`config.mk`:
```
export PLATFORM = sky130hd
export DESIGN_NAME = msg_obj_matcher
export DESIGN_NICKNAME = d
export VERILOG_FILES = /design/src/rtl/mom_pkg.sv /design/src/rtl/mom_cfg_bank.sv /design/src/rtl/mom_match.sv /design/src/rtl/mom_store.sv /design/src/rtl/msg_obj_matcher.sv
export SDC_FILE = /design/constraint.sdc
export NUM_CORES = 2
export LEC_CHECK = 0
export BUFFER_PORTS_ARGS = -buffer_cell sky130_fd_sc_hd__buf_2
export CAP_MARGIN = 20
export CORE_UTILIZATION = 41
export DETAILED_ROUTE_END_ITERATION = 10
export GPL_TIMING_DRIVEN = 0
export MAX_ROUTING_LAYER = met4
export PLACE_DENSITY = 0.54
export SYNTH_ARGS = -nofsm -noshare
export SYNTH_HDL_FRONTEND = slang
export SYNTH_HIERARCHICAL = 1
export SYNTH_SLANG_ARGS = --single-unit
```
`constraint.sdc`:
```
create_clock -name clk -period 6.1 [get_ports clk]
set_input_delay 0.915 -clock clk [delete_from_list [all_inputs] [get_ports clk]]
set_output_delay 0.915 -clock clk [all_outputs]
set_load 0.01 [all_outputs]
```
`src/rtl/mom_pkg.sv`:
```
package mom_pkg;
  localparam int ID_W  = 29;
  localparam int SID_W = 11;
  localparam int SEL_W = 4;

  typedef enum logic [SEL_W-1:0] {
    SEL_CFG  = 4'd0,
    SEL_ID   = 4'd1,
    SEL_STAT = 4'd2,
    SEL_LEN  = 4'd3,
    SEL_DLO  = 4'd4,
    SEL_DHI  = 4'd5
  } reg_sel_e;

  localparam int CFG_EN  = 0;
  localparam int CFG_TX  = 1;
  localparam int CFG_EXT = 2;
endpackage

```
`src/rtl/mom_cfg_bank.sv`:
```
module mom_cfg_bank #(
  parameter int NOBJ  = 15,
  parameter int IW    = 29,
  parameter int DW    = 32,
  parameter int OBJ_W = $clog2(NOBJ)
) (
  input  logic             clk,
  input  logic             rst,
  input  logic             wr_en,
  input  logic [OBJ_W-1:0] wr_obj,
  input  mom_pkg::reg_sel_e wr_sel,
  input  logic [DW-1:0]    wr_data,
  output logic [NOBJ-1:0]  obj_en,
  output logic [NOBJ-1:0]  obj_tx,
  output logic [NOBJ-1:0]  obj_ext,
  output logic [IW-1:0]    obj_id [NOBJ]
);
  import mom_pkg::*;

  for (genvar g = 0; g < NOBJ; g++) begin : g_obj
    logic hit_w;
    assign hit_w = wr_en && (wr_obj == OBJ_W'(g));
    always_ff @(posedge clk) begin
      if (rst) begin
        obj_en[g]  <= 1'b0;
        obj_tx[g]  <= 1'b0;
        obj_ext[g] <= 1'b0;
        obj_id[g]  <= '0;
      end else if (hit_w) begin
        if (wr_sel == SEL_CFG) begin
          obj_en[g]  <= wr_data[CFG_EN];
          obj_tx[g]  <= wr_data[CFG_TX];
          obj_ext[g] <= wr_data[CFG_EXT];
        end
        if (wr_sel == SEL_ID) obj_id[g] <= wr_data[IW-1:0];
      end
    end
  end
endmodule

```
`src/rtl/mom_match.sv`:
```
module mom_match #(
  parameter int NOBJ  = 15,
  parameter int IW    = 29,
  parameter int SW    = 11,
  parameter int OBJ_W = $clog2(NOBJ)
) (
  input  logic [IW-1:0]    rx_id,
  input  logic             rx_ide,
  input  logic [NOBJ-1:0]  obj_en,
  input  logic [NOBJ-1:0]  obj_tx,
  input  logic [NOBJ-1:0]  obj_ext,
  input  logic [IW-1:0]    obj_id [NOBJ],
  output logic             hit_any,
  output logic [OBJ_W-1:0] hit_idx
);
  logic [NOBJ-1:0] cand;

  for (genvar g = 0; g < NOBJ; g++) begin : g_cmp
    logic id_eq;
    always_comb begin
      if (obj_ext[g]) id_eq = (obj_id[g] == rx_id);
      else            id_eq = (obj_id[g][SW-1:0] == rx_id[SW-1:0]);
    end
    assign cand[g] = obj_en[g] && !obj_tx[g] && (obj_ext[g] == rx_ide) && id_eq;
  end

  always_comb begin
    hit_idx = '0;
    for (int i = NOBJ - 1; i >= 0; i--) begin
      if (cand[i]) hit_idx = OBJ_W'(i);
    end
  end

  assign hit_any = |cand;
endmodule

```
`src/rtl/mom_store.sv`:
```
module mom_store #(
  parameter int DEPTH = 15,
  parameter int W     = 64,
  parameter int AW    = $clog2(DEPTH)
) (
  input  logic          clk,
  input  logic          we,
  input  logic [AW-1:0] waddr,
  input  logic [W-1:0]  wdata,
  input  logic          re,
  input  logic [AW-1:0] raddr,
  output logic [W-1:0]  q
);
  logic [W-1:0] mem [DEPTH];

  initial begin
    for (int i = 0; i < DEPTH; i++) mem[i] = '0;
  end

  always_ff @(posedge clk) begin
    if (we) mem[waddr] <= wdata;
  end

  always_ff @(posedge clk) begin
    if (re) q <= mem[raddr];
  end
endmodule

```
`src/rtl/msg_obj_matcher.sv`:
```
module msg_obj_matcher #(
  parameter int NOBJ   = 15,
  parameter int NBYTES = 8,
  parameter int DW     = 32
) (
  input  logic                    clk,
  input  logic                    rst,
  input  logic                    cpu_we,
  input  logic                    cpu_re,
  input  logic [7:0]              cpu_addr,
  input  logic [DW-1:0]           cpu_wdata,
  output logic [DW-1:0]           cpu_rdata,
  output logic                    cpu_rvalid,
  input  logic                    rx_valid,
  input  logic [28:0]             rx_id,
  input  logic                    rx_ide,
  input  logic                    rx_rtr,
  input  logic [3:0]              rx_dlc,
  input  logic [NBYTES*8-1:0]     rx_data,
  output logic                    match_valid,
  output logic [3:0]              match_idx
);
  import mom_pkg::*;

  localparam int OBJ_W = $clog2(NOBJ);
  localparam int PW    = NBYTES * 8;
  localparam int LEN_W = 4;
  localparam int NPAD  = 1 << OBJ_W;

  // register window decode
  logic [OBJ_W-1:0] a_obj;
  reg_sel_e         a_sel;
  logic             a_ok;
  assign a_obj = cpu_addr[SEL_W +: OBJ_W];
  assign a_sel = reg_sel_e'(cpu_addr[SEL_W-1:0]);
  assign a_ok  = (a_obj < OBJ_W'(NOBJ));

  // object configuration
  logic [NOBJ-1:0] obj_en, obj_tx, obj_ext;
  logic [ID_W-1:0] obj_id [NOBJ];

  mom_cfg_bank #(.NOBJ(NOBJ), .IW(ID_W), .DW(DW), .OBJ_W(OBJ_W)) u_cfg (
    .clk     (clk),
    .rst     (rst),
    .wr_en   (cpu_we && a_ok),
    .wr_obj  (a_obj),
    .wr_sel  (a_sel),
    .wr_data (cpu_wdata),
    .obj_en  (obj_en),
    .obj_tx  (obj_tx),
    .obj_ext (obj_ext),
    .obj_id  (obj_id)
  );

  // parallel acceptance test
  logic             m_any;
  logic [OBJ_W-1:0] m_idx;

  mom_match #(.NOBJ(NOBJ), .IW(ID_W), .SW(SID_W), .OBJ_W(OBJ_W)) u_match (
    .rx_id   (rx_id),
    .rx_ide  (rx_ide),
    .obj_en  (obj_en),
    .obj_tx  (obj_tx),
    .obj_ext (obj_ext),
    .obj_id  (obj_id),
    .hit_any (m_any),
    .hit_idx (m_idx)
  );

  // stage 1: registered match result and frame
  logic             s1_hit;
  logic [OBJ_W-1:0] s1_idx;
  logic             s1_rtr;
  logic [LEN_W-1:0] s1_len;
  logic [PW-1:0]    s1_data;

  always_ff @(posedge clk) begin
    if (rst) begin
      s1_hit <= 1'b0;
      s1_idx <= '0;
      s1_rtr <= 1'b0;
      s1_len <= '0;
    end else begin
      s1_hit <= rx_valid && m_any;
      s1_idx <= m_idx;
      s1_rtr <= rx_rtr;
      s1_len <= (rx_dlc > LEN_W'(NBYTES)) ? LEN_W'(NBYTES) : rx_dlc;
    end
  end

  always_ff @(posedge clk) begin
    if (rx_valid) s1_data <= rx_data;
  end

  // stage 2: status, length and payload update
  logic [NOBJ-1:0]  newdat, lost;
  logic [LEN_W-1:0] len_q [NOBJ];

  for (genvar g = 0; g < NOBJ; g++) begin : g_stat
    logic hw_set, sw_clr;
    assign hw_set = s1_hit && (s1_idx == OBJ_W'(g));
    assign sw_clr = cpu_we && a_ok && (a_obj == OBJ_W'(g)) && (a_sel == SEL_STAT);
    always_ff @(posedge clk) begin
      if (rst) begin
        newdat[g] <= 1'b0;
        lost[g]   <= 1'b0;
        len_q[g]  <= '0;
      end else if (hw_set) begin
        newdat[g] <= 1'b1;
        lost[g]   <= lost[g] | newdat[g];
        len_q[g]  <= s1_len;
      end else if (sw_clr) begin
        if (cpu_wdata[0]) newdat[g] <= 1'b0;
        if (cpu_wdata[1]) lost[g]   <= 1'b0;
      end
    end
  end

  always_ff @(posedge clk) begin
    if (rst) begin
      match_valid <= 1'b0;
      match_idx   <= '0;
    end else begin
      match_valid <= s1_hit;
      match_idx   <= 4'(s1_idx);
    end
  end

  logic [PW-1:0] pay_q;

  mom_store #(.DEPTH(NOBJ), .W(PW), .AW(OBJ_W)) u_store (
    .clk   (clk),
    .we    (s1_hit && !s1_rtr),
    .waddr (s1_idx),
    .wdata (s1_data),
    .re    (cpu_re && a_ok),
    .raddr (a_obj),
    .q     (pay_q)
  );

  // read-back path
  reg_sel_e      rd_sel;
  logic          rd_ok;
  logic [DW-1:0] rd_word;

  always_ff @(posedge clk) begin
    if (rst) begin
      cpu_rvalid <= 1'b0;
      rd_sel     <= SEL_CFG;
      rd_ok      <= 1'b0;
      rd_word    <= '0;
    end else begin
      cpu_rvalid <= cpu_re;
      if (cpu_re) begin
        rd_sel  <= a_sel;
        rd_ok   <= a_ok;
        rd_word <= '0;
        if (a_ok) begin
          case (a_sel)
            SEL_CFG:  rd_word <= DW'({obj_ext[a_obj], obj_tx[a_obj], obj_en[a_obj]});
            SEL_ID:   rd_word <= DW'(obj_id[a_obj]);
            SEL_STAT: rd_word <= DW'({lost[a_obj], newdat[a_obj]});
            SEL_LEN:  rd_word <= DW'(len_q[a_obj]);
            default:  rd_word <= '0;
          endcase
        end
      end
    end
  end

  always_comb begin
    if (!rd_ok)                cpu_rdata = '0;
    else if (rd_sel == SEL_DLO) cpu_rdata = pay_q[DW-1:0];
    else if (rd_sel == SEL_DHI) cpu_rdata = pay_q[2*DW-1:DW];
    else                       cpu_rdata = rd_word;
  end

  // observation signals for the bound checker
  logic [NPAD-1:0]  newdat_pad;
  logic [LEN_W-1:0] hit_len;
  assign newdat_pad = NPAD'(newdat);
  assign hit_len    = (match_idx < 4'(NOBJ)) ? len_q[match_idx[OBJ_W-1:0]] : '0;
endmodule

```
### Word level (Yosys, flattened, before mapping)

Memories as Yosys holds them, arrays and structs flattened. A register that Yosys moved wholly into a read port is not among the register bits.
Index checks and enable logic that the tools add are counted.

| word-level totals | value |
|---|---|
| output and inout bits | 38 |
| logic and storage cells | 618 |
| bits in writable memories | 1,020 |
| bits in registers | 627 |
| memories | 2 |

| cells by class | value |
|---|---|
| reductions and logical operators | 224 |
| multiplexer cells | 174 |
| bitwise operators | 31 |
| magnitude comparators | 4 |
| eq/ne operators | 78 |

Memories:

| memory | words | width | read ports | clocked after Yosys merged registers in | wr ports | RTL line | source |
|---|---|---|---|---|---|---|---|
| u_store.mem | 15 | 64 | 1 | 1 | 1 | mom_store.sv:14 | `logic [W-1:0] mem [DEPTH];` |
| len_q | 15 | 4 | 1 | 0 | 15 | msg_obj_matcher.sv:97 | `logic [LEN_W-1:0] len_q [NOBJ];` |

Operators with widths:

| kind | count |
|---|---|
| 29-bit == test | 15 |
| 11-bit == test | 15 |
| 1-bit 2-to-1 mux | 132 |
| 2-bit AND reduction | 60 |
| 29-bit binary-select mux with 4-bit select | 1 |
| 29-bit case mux with 4 select lines | 1 |
| 32-bit 2-to-1 mux | 3 |
| 1-bit logical AND | 94 |
| 4-bit 2-to-1 mux | 23 |
| 2-bit nonzero test | 45 |
| 29-bit 2-to-1 mux | 3 |
| 4-bit == test, second input constant | 14 |
| 4-bit by 3-bit == test with 1-bit output, second input constant | 10 |
| 1-bit bitwise OR | 30 |
| 4-bit by 2-bit == test with 1-bit output, second input constant | 6 |
| 1-bit binary-select mux with 4-bit select | 5 |
| 1-bit logical NOT | 16 |
| 1-bit == test | 15 |
| 15-bit OR reduction | 1 |
| 4-bit by 1-bit == test with 1-bit output, second input constant | 3 |
| 4-bit logical NOT | 3 |
| 3-bit 2-to-1 mux | 4 |
| 9-bit OR reduction | 1 |
| 5-bit >= comparator, second input constant | 1 |
| 8 further kinds | 10 |

### Logic depth before layout (Yosys ltp)

| depth | value |
|---|---|
| depth in word-level cells | 18 |
| mapped depth | 12 |

### Hierarchy

The synthesis kept the hierarchy.

By module, submodules not included:

| module | area an instance (um2) | cells an instance | instances |
|---|---|---|---|
| mom_store | 38,280.5 | 1,756 | 1 |
| mom_cfg_bank | 18,530.3 | 1,653 | 1 |
| msg_obj_matcher | 12,570.8 | 1,050 | 1 |
| mom_match | 6,289.8 | 800 | 1 |

### Worst setup path before layout

No wires, ideal clock.

| timing | value |
|---|---|
| path type | reg-to-reg |
| start | reg s1_hit |
| end | mem u_store.mem[0][0], enable pin |
| required time | 5.535 ns |
| setup slack | 0.067 ns |
| cell stages (with the launch flop) | 4 |
| arrival time | 5.469 ns |
| path through | dfxtp_1 -> nor2b_1 -> or3b_2 -> nor3_1 |

| between the ends | value |
|---|---|
| cells in the longest elaborated chain, start to end | 3 |

Ends and longest elaborated chain:

| what | RTL line | source |
|---|---|---|
| start: declaration | msg_obj_matcher.sv:71 | `logic s1_hit;` |
| start signal: assignment | msg_obj_matcher.sv:84 | `s1_hit <= rx_valid && m_any;` |
| 1-bit logical AND | msg_obj_matcher.sv:133 | `.we (s1_hit && !s1_rtr),` |
| 1-bit 2-to-1 mux | mom_store.sv:21 | `if (we) mem[waddr] <= wdata;` |
| 1-bit 2-to-1 mux (not written as such) | mom_store.sv:21 |  |
| end: declaration | mom_store.sv:14 |  |

Every way passes these cells.

### Worst setup path after layout

| timing | value |
|---|---|
| start | reg rd_sel[2] |
| end | out cpu_rdata[30] |

| between the ends | value |
|---|---|
| cells in the longest elaborated chain, start to end | 4 |

Ends and longest elaborated chain:

| what | RTL line | source |
|---|---|---|
| start: declaration | msg_obj_matcher.sv:142 | `reg_sel_e rd_sel;` |
| start signal: assignment | msg_obj_matcher.sv:155 | `rd_sel <= a_sel;` |
| 4-bit by 3-bit == test with 1-bit output | msg_obj_matcher.sv:174 | `else if (rd_sel == SEL_DHI) cpu_rdata = pay_q[2*DW-1:DW];` |
| 32-bit 2-to-1 mux | msg_obj_matcher.sv:174 |  |
| 32-bit 2-to-1 mux (*) | msg_obj_matcher.sv:173 | `else if (rd_sel == SEL_DLO) cpu_rdata = pay_q[DW-1:0];` |
| 32-bit 2-to-1 mux (*) | msg_obj_matcher.sv:172 | `if (!rd_ok) cpu_rdata = '0;` |
| end: declaration | msg_obj_matcher.sv:12 | `output logic [DW-1:0] cpu_rdata,` |

Every way passes the cells marked *; elsewhere a longest branch is shown, timed or not.

==> impl.org <==
** STA
- For this run, the top clock speed supported by timing is 203 MHz.
- Setup violations remaining at the end of the flow were counted as 0.
- The max-slew violation count was 0.
- Aggregate negative setup slack :: 0 ns
- Unrepaired setup endpoints after global routing :: no
- At the pin with the least slew margin, the transition time is 1.31 ns.
- The final hold violation count is 0.
- Max Clock Skew :: 0.0452 ns
- Headroom to the max-slew limit came out at 11.6%.
- Of the available clock period, the critical path in the final layout requires 80.6%.
- Final hold analysis gives a worst-case slack of 0.249 ns.
- For the finished layout, the period the worst path requires is 4.92 ns.

** Power and ir drop
- IR analysis of the VDD net gives a maximum drop of 0.000244 V.
- PD cells :: 293 nW/um^2
- Static leakage :: 32.4 nW

** Critical path
- Data on the critical path is required at its endpoint by 5.18 ns.
- For this design, the slowest cell found on the critical path is nor3b_1.
- STA classifies the critical path endpoint as a primary output.
- Traced cell by cell, the critical path runs through nor3b_1, clkbuf_1, buf_1, nand2_1, nor2_1, buf_2.
- The setup path with the least slack is of type flip-flop to primary output.
- Maximum single-stage delay on the critical path :: 0.81 ns
- Nature of the critical path startpoint :: flip-flop
- Of all nets on the critical path, the largest fanout is 10.
- STA puts the critical path data arrival time at 4.00 ns.
- Worst setup path start :: rd_sel[2]
- The startpoint identified for the worst register-to-register timing path is u_cfg/obj_id[279].

** Clocking
- TritonCTS built the clock tree.
- Root buf cell :: clkbuf_16
- For this design, the sink count on the clock tree is 1708.
- Insertion delay of the later-clocked pin in the worst-skew pair :: 0.86 ns
- Count of hold buffers inserted by post-cts repair :: 0
- Clock-pin slew was measured on the worst setup and hold paths at 0.06 ns.
- Post-CTS resize count :: 0
- Buffers added to address setup during post-CTS repair amount to 0.
- The clock passes through at most 3 buffers.
- TritonCTS created 187 clock buffers.
- The H-tree was split into 4 levels.

** GRT
- Global routing finished with a remaining overflow of 0.
- Wire length of the first global-routing pass :: 353 mm
- The initial antenna violation count is 14.
- GR Util All Layers :: 27.8%
- Entering global routing, the biggest net connects 51 pins.
- Vias in the first global route :: 46400

** Synthesis
- Post-synthesis instance area :: 75700 sq um
- Number of warnings printed during yosys synthesis :: 6
- The number of different library cells used by synthesis comes to 77.
- Counting flops and latches in the post-synthesis netlist gives 1708.
- Syn_nets :: 5403
- After synthesis, the mean cell area works out to 14.4 sq um.
- Count of flip-flops with a built-in enable after synthesis :: 1148
- Sequential element share of the synthesized area :: 60.4%
- Prevailing post-synth register cell :: edfxtp_1
- Cell count after synthesis :: 5259
- Async SR Flop Fraction :: 0%

** Place
- Count of input and output buffers :: 145
- Placed cell area :: 80800 sq um
- Routability-driven placement finished with a final weighted congestion of 0.974.
- The HPWL after detailed placement is 190 mm.
- Cells after DPL :: 7940

** Floorplanning
- Placeable core region :: 183000 sq um
- In this run the horizontal extent of the chip is 432 um.
- Once the floorplan was initialized, standard cells occupied 41.3% of the core.
- Die area :: 186000 sq um
- The initialized floorplan defines 157 standard-cell rows.
- From bottom edge to top edge, the die measures 432 um.
- IO Count :: 182

** Min path
- In this run the worst hold path is classified as primary input to flip-flop.
- In this run the most critical hold path is launched from rx_data[21].

** Drt
- Uppermost signal routing layer after detailed routing :: met4
- For this run, design rule violations remaining after detail routing come to 0.
- The first routing iteration left 3994 violations.
- Average wire per cell in the routed design :: 30.5 um
- WL met1 :: 105 mm
- In this run the remaining antenna-violating nets after routing total 1.
- Detailed-route wire length :: 253 mm
- The pre-antenna-repair detailed-routing pass consisted of 5 iterations.
- In the detailed route, the total length drawn on met3 is 13.0 mm.
- Via total after detailed routing :: 46600
- Avg Vias per Cell :: 5.61
- Sum of met2 wire segment lengths after detailed routing :: 123 mm

** Status
- Violated checks :: antenna violations
- The flow ran to the end, but the final reports show violations.

** Flow run
- The tool flagged a number of max-cap violations equal to 0.

** Cells and area
- At the end of the flow the core is filled with cells to 47.4%.
- Sequential cell area :: 45700 sq um
- After filler insertion, the fill cell instance count of the layout stands at 16100.
- Area taken by multi-input logic gates :: 28100 sq um
- The net count of the finished layout is 5810.
- Area overhead of the layout relative to synthesis :: 14.9%
- Excluding fillers, the count of instances in the completed layout stands at 8296.
- Fraction of final layout cells sized beyond drive strength 1 :: 17.7%
- Most frequent cells in the layout :: edfxtp_1, mux2i_1, dfxtp_1, nand2b_1, mux4_2
- Leading cell type in the layout, fill and taps excluded :: edfxtp_1
- After routing the design area is 86900 sq um.
-- synth_stat cells (all sizes together) (3+ instances only) --
cell type  instances  share of area, %
clkbuf           175              0.87
or3b               5             0.058
or4b               4             0.053
o21ai             64              0.42
a21oi             85              0.56
o211a             30              0.40
a31oi             20              0.17
inv                6             0.030
and2              64              0.53
nand3             77              0.52
or2                7             0.058
dfxtp            560                15
o31ai             15              0.15
mux2i            652               8.6
nor4b             22              0.29
a2bb2oi            3             0.035
mux2               5             0.074
a211o             15              0.17
xor2             279               3.2
nand4b            14              0.16
nor4              67              0.57
nor3b              7             0.083
xnor2            168               2.0
mux4             309               9.2
or3                4             0.033
or4                5             0.050
edfxtp          1148                46
nand2            183              0.91
a22oi             97              0.96
nand4             43              0.36
o22ai             17              0.14
buf              214               1.8
a211oi             6             0.066
o41ai             11              0.18
nor3              24              0.16
nor2b             51              0.42
and3               7             0.058
nand3b             5             0.050
nor2             155              0.77
o211ai            54              0.54
nand2b           555               4.6
-- metal layers --
| layer | vias up | GRT usage (%) |
|---|---|---|
| li1 | 20500 | - |
| met1 | 24200 | 35.1 |
| met2 | 1481 | 44.7 |
| met3 | 401 | 3.85 |
| met4 | 0 | 12.1 |
| met5 | - | - |
-- stage by stage --
stage / worst slack [ns] / total power, mW
finish: 1.18 / 25.5
global placement: -6.34 / 14.4
floorplan: 0.0665 / 13.7
global route: 1.04 / 26.2
CTS: 1.06 / 25.7
detailed placement: 1.34 / 14.4
-- registers in the layout, summed over array words and instances (netlist names), 29 cells and up --
name,cells
u_store/mem,960
len_q,60
u_store/q,64
rd_word,29
u_cfg/obj_id,435
s1_data,64
-- cell families (layout without fill, tap and decap cells) --
family,after synthesis,after routing,share of synthesized area (%)
simple gates,1304,1304,9.78
buf+inv,395,952,2.71
mux,966,966,17.9
compound gates,439,439,4.06
flops,1708,1708,60.4
xor+xnor,447,447,5.18
other cells,0,16,0
-- power by group --
group,switching (mW),internal [mW]
Sequential,0.168,12.5
Clock,4.80,6.54
Combinational,0.989,0.512
-- worst max-delay path: cells and delay by family, from the launching register on --
kind,cells,cell delay [ns]
simple gates,3,1.65
buf+inv,3,1.20
flops,1,0.32
-- worst paths after layout --
kind              slack [ns]  cells after the start            end
setup reg to reg        2.61                      9      s1_idx[0]
setup / recovery        1.18                      6  cpu_rdata[30]
hold / removal          0.25                      1    s1_data[21]
hold reg to reg         0.47                      2        lost[4]
-- final cells by class --
class / count / area share, %
plain buffers: 389 / 2.33
flip-flops and latches: 1708 / 52.6
multi-input cells: 3156 / 32.3
well taps: 2464 / 3.55
clock inverters: 88 / 1.21
diodes: 16 / 0.0461
clock buffers: 251 / 5.80
repair buffers: 218 / 2.21
inverters: 6 / 0.0259
Power figures use the tool's default switching activity.
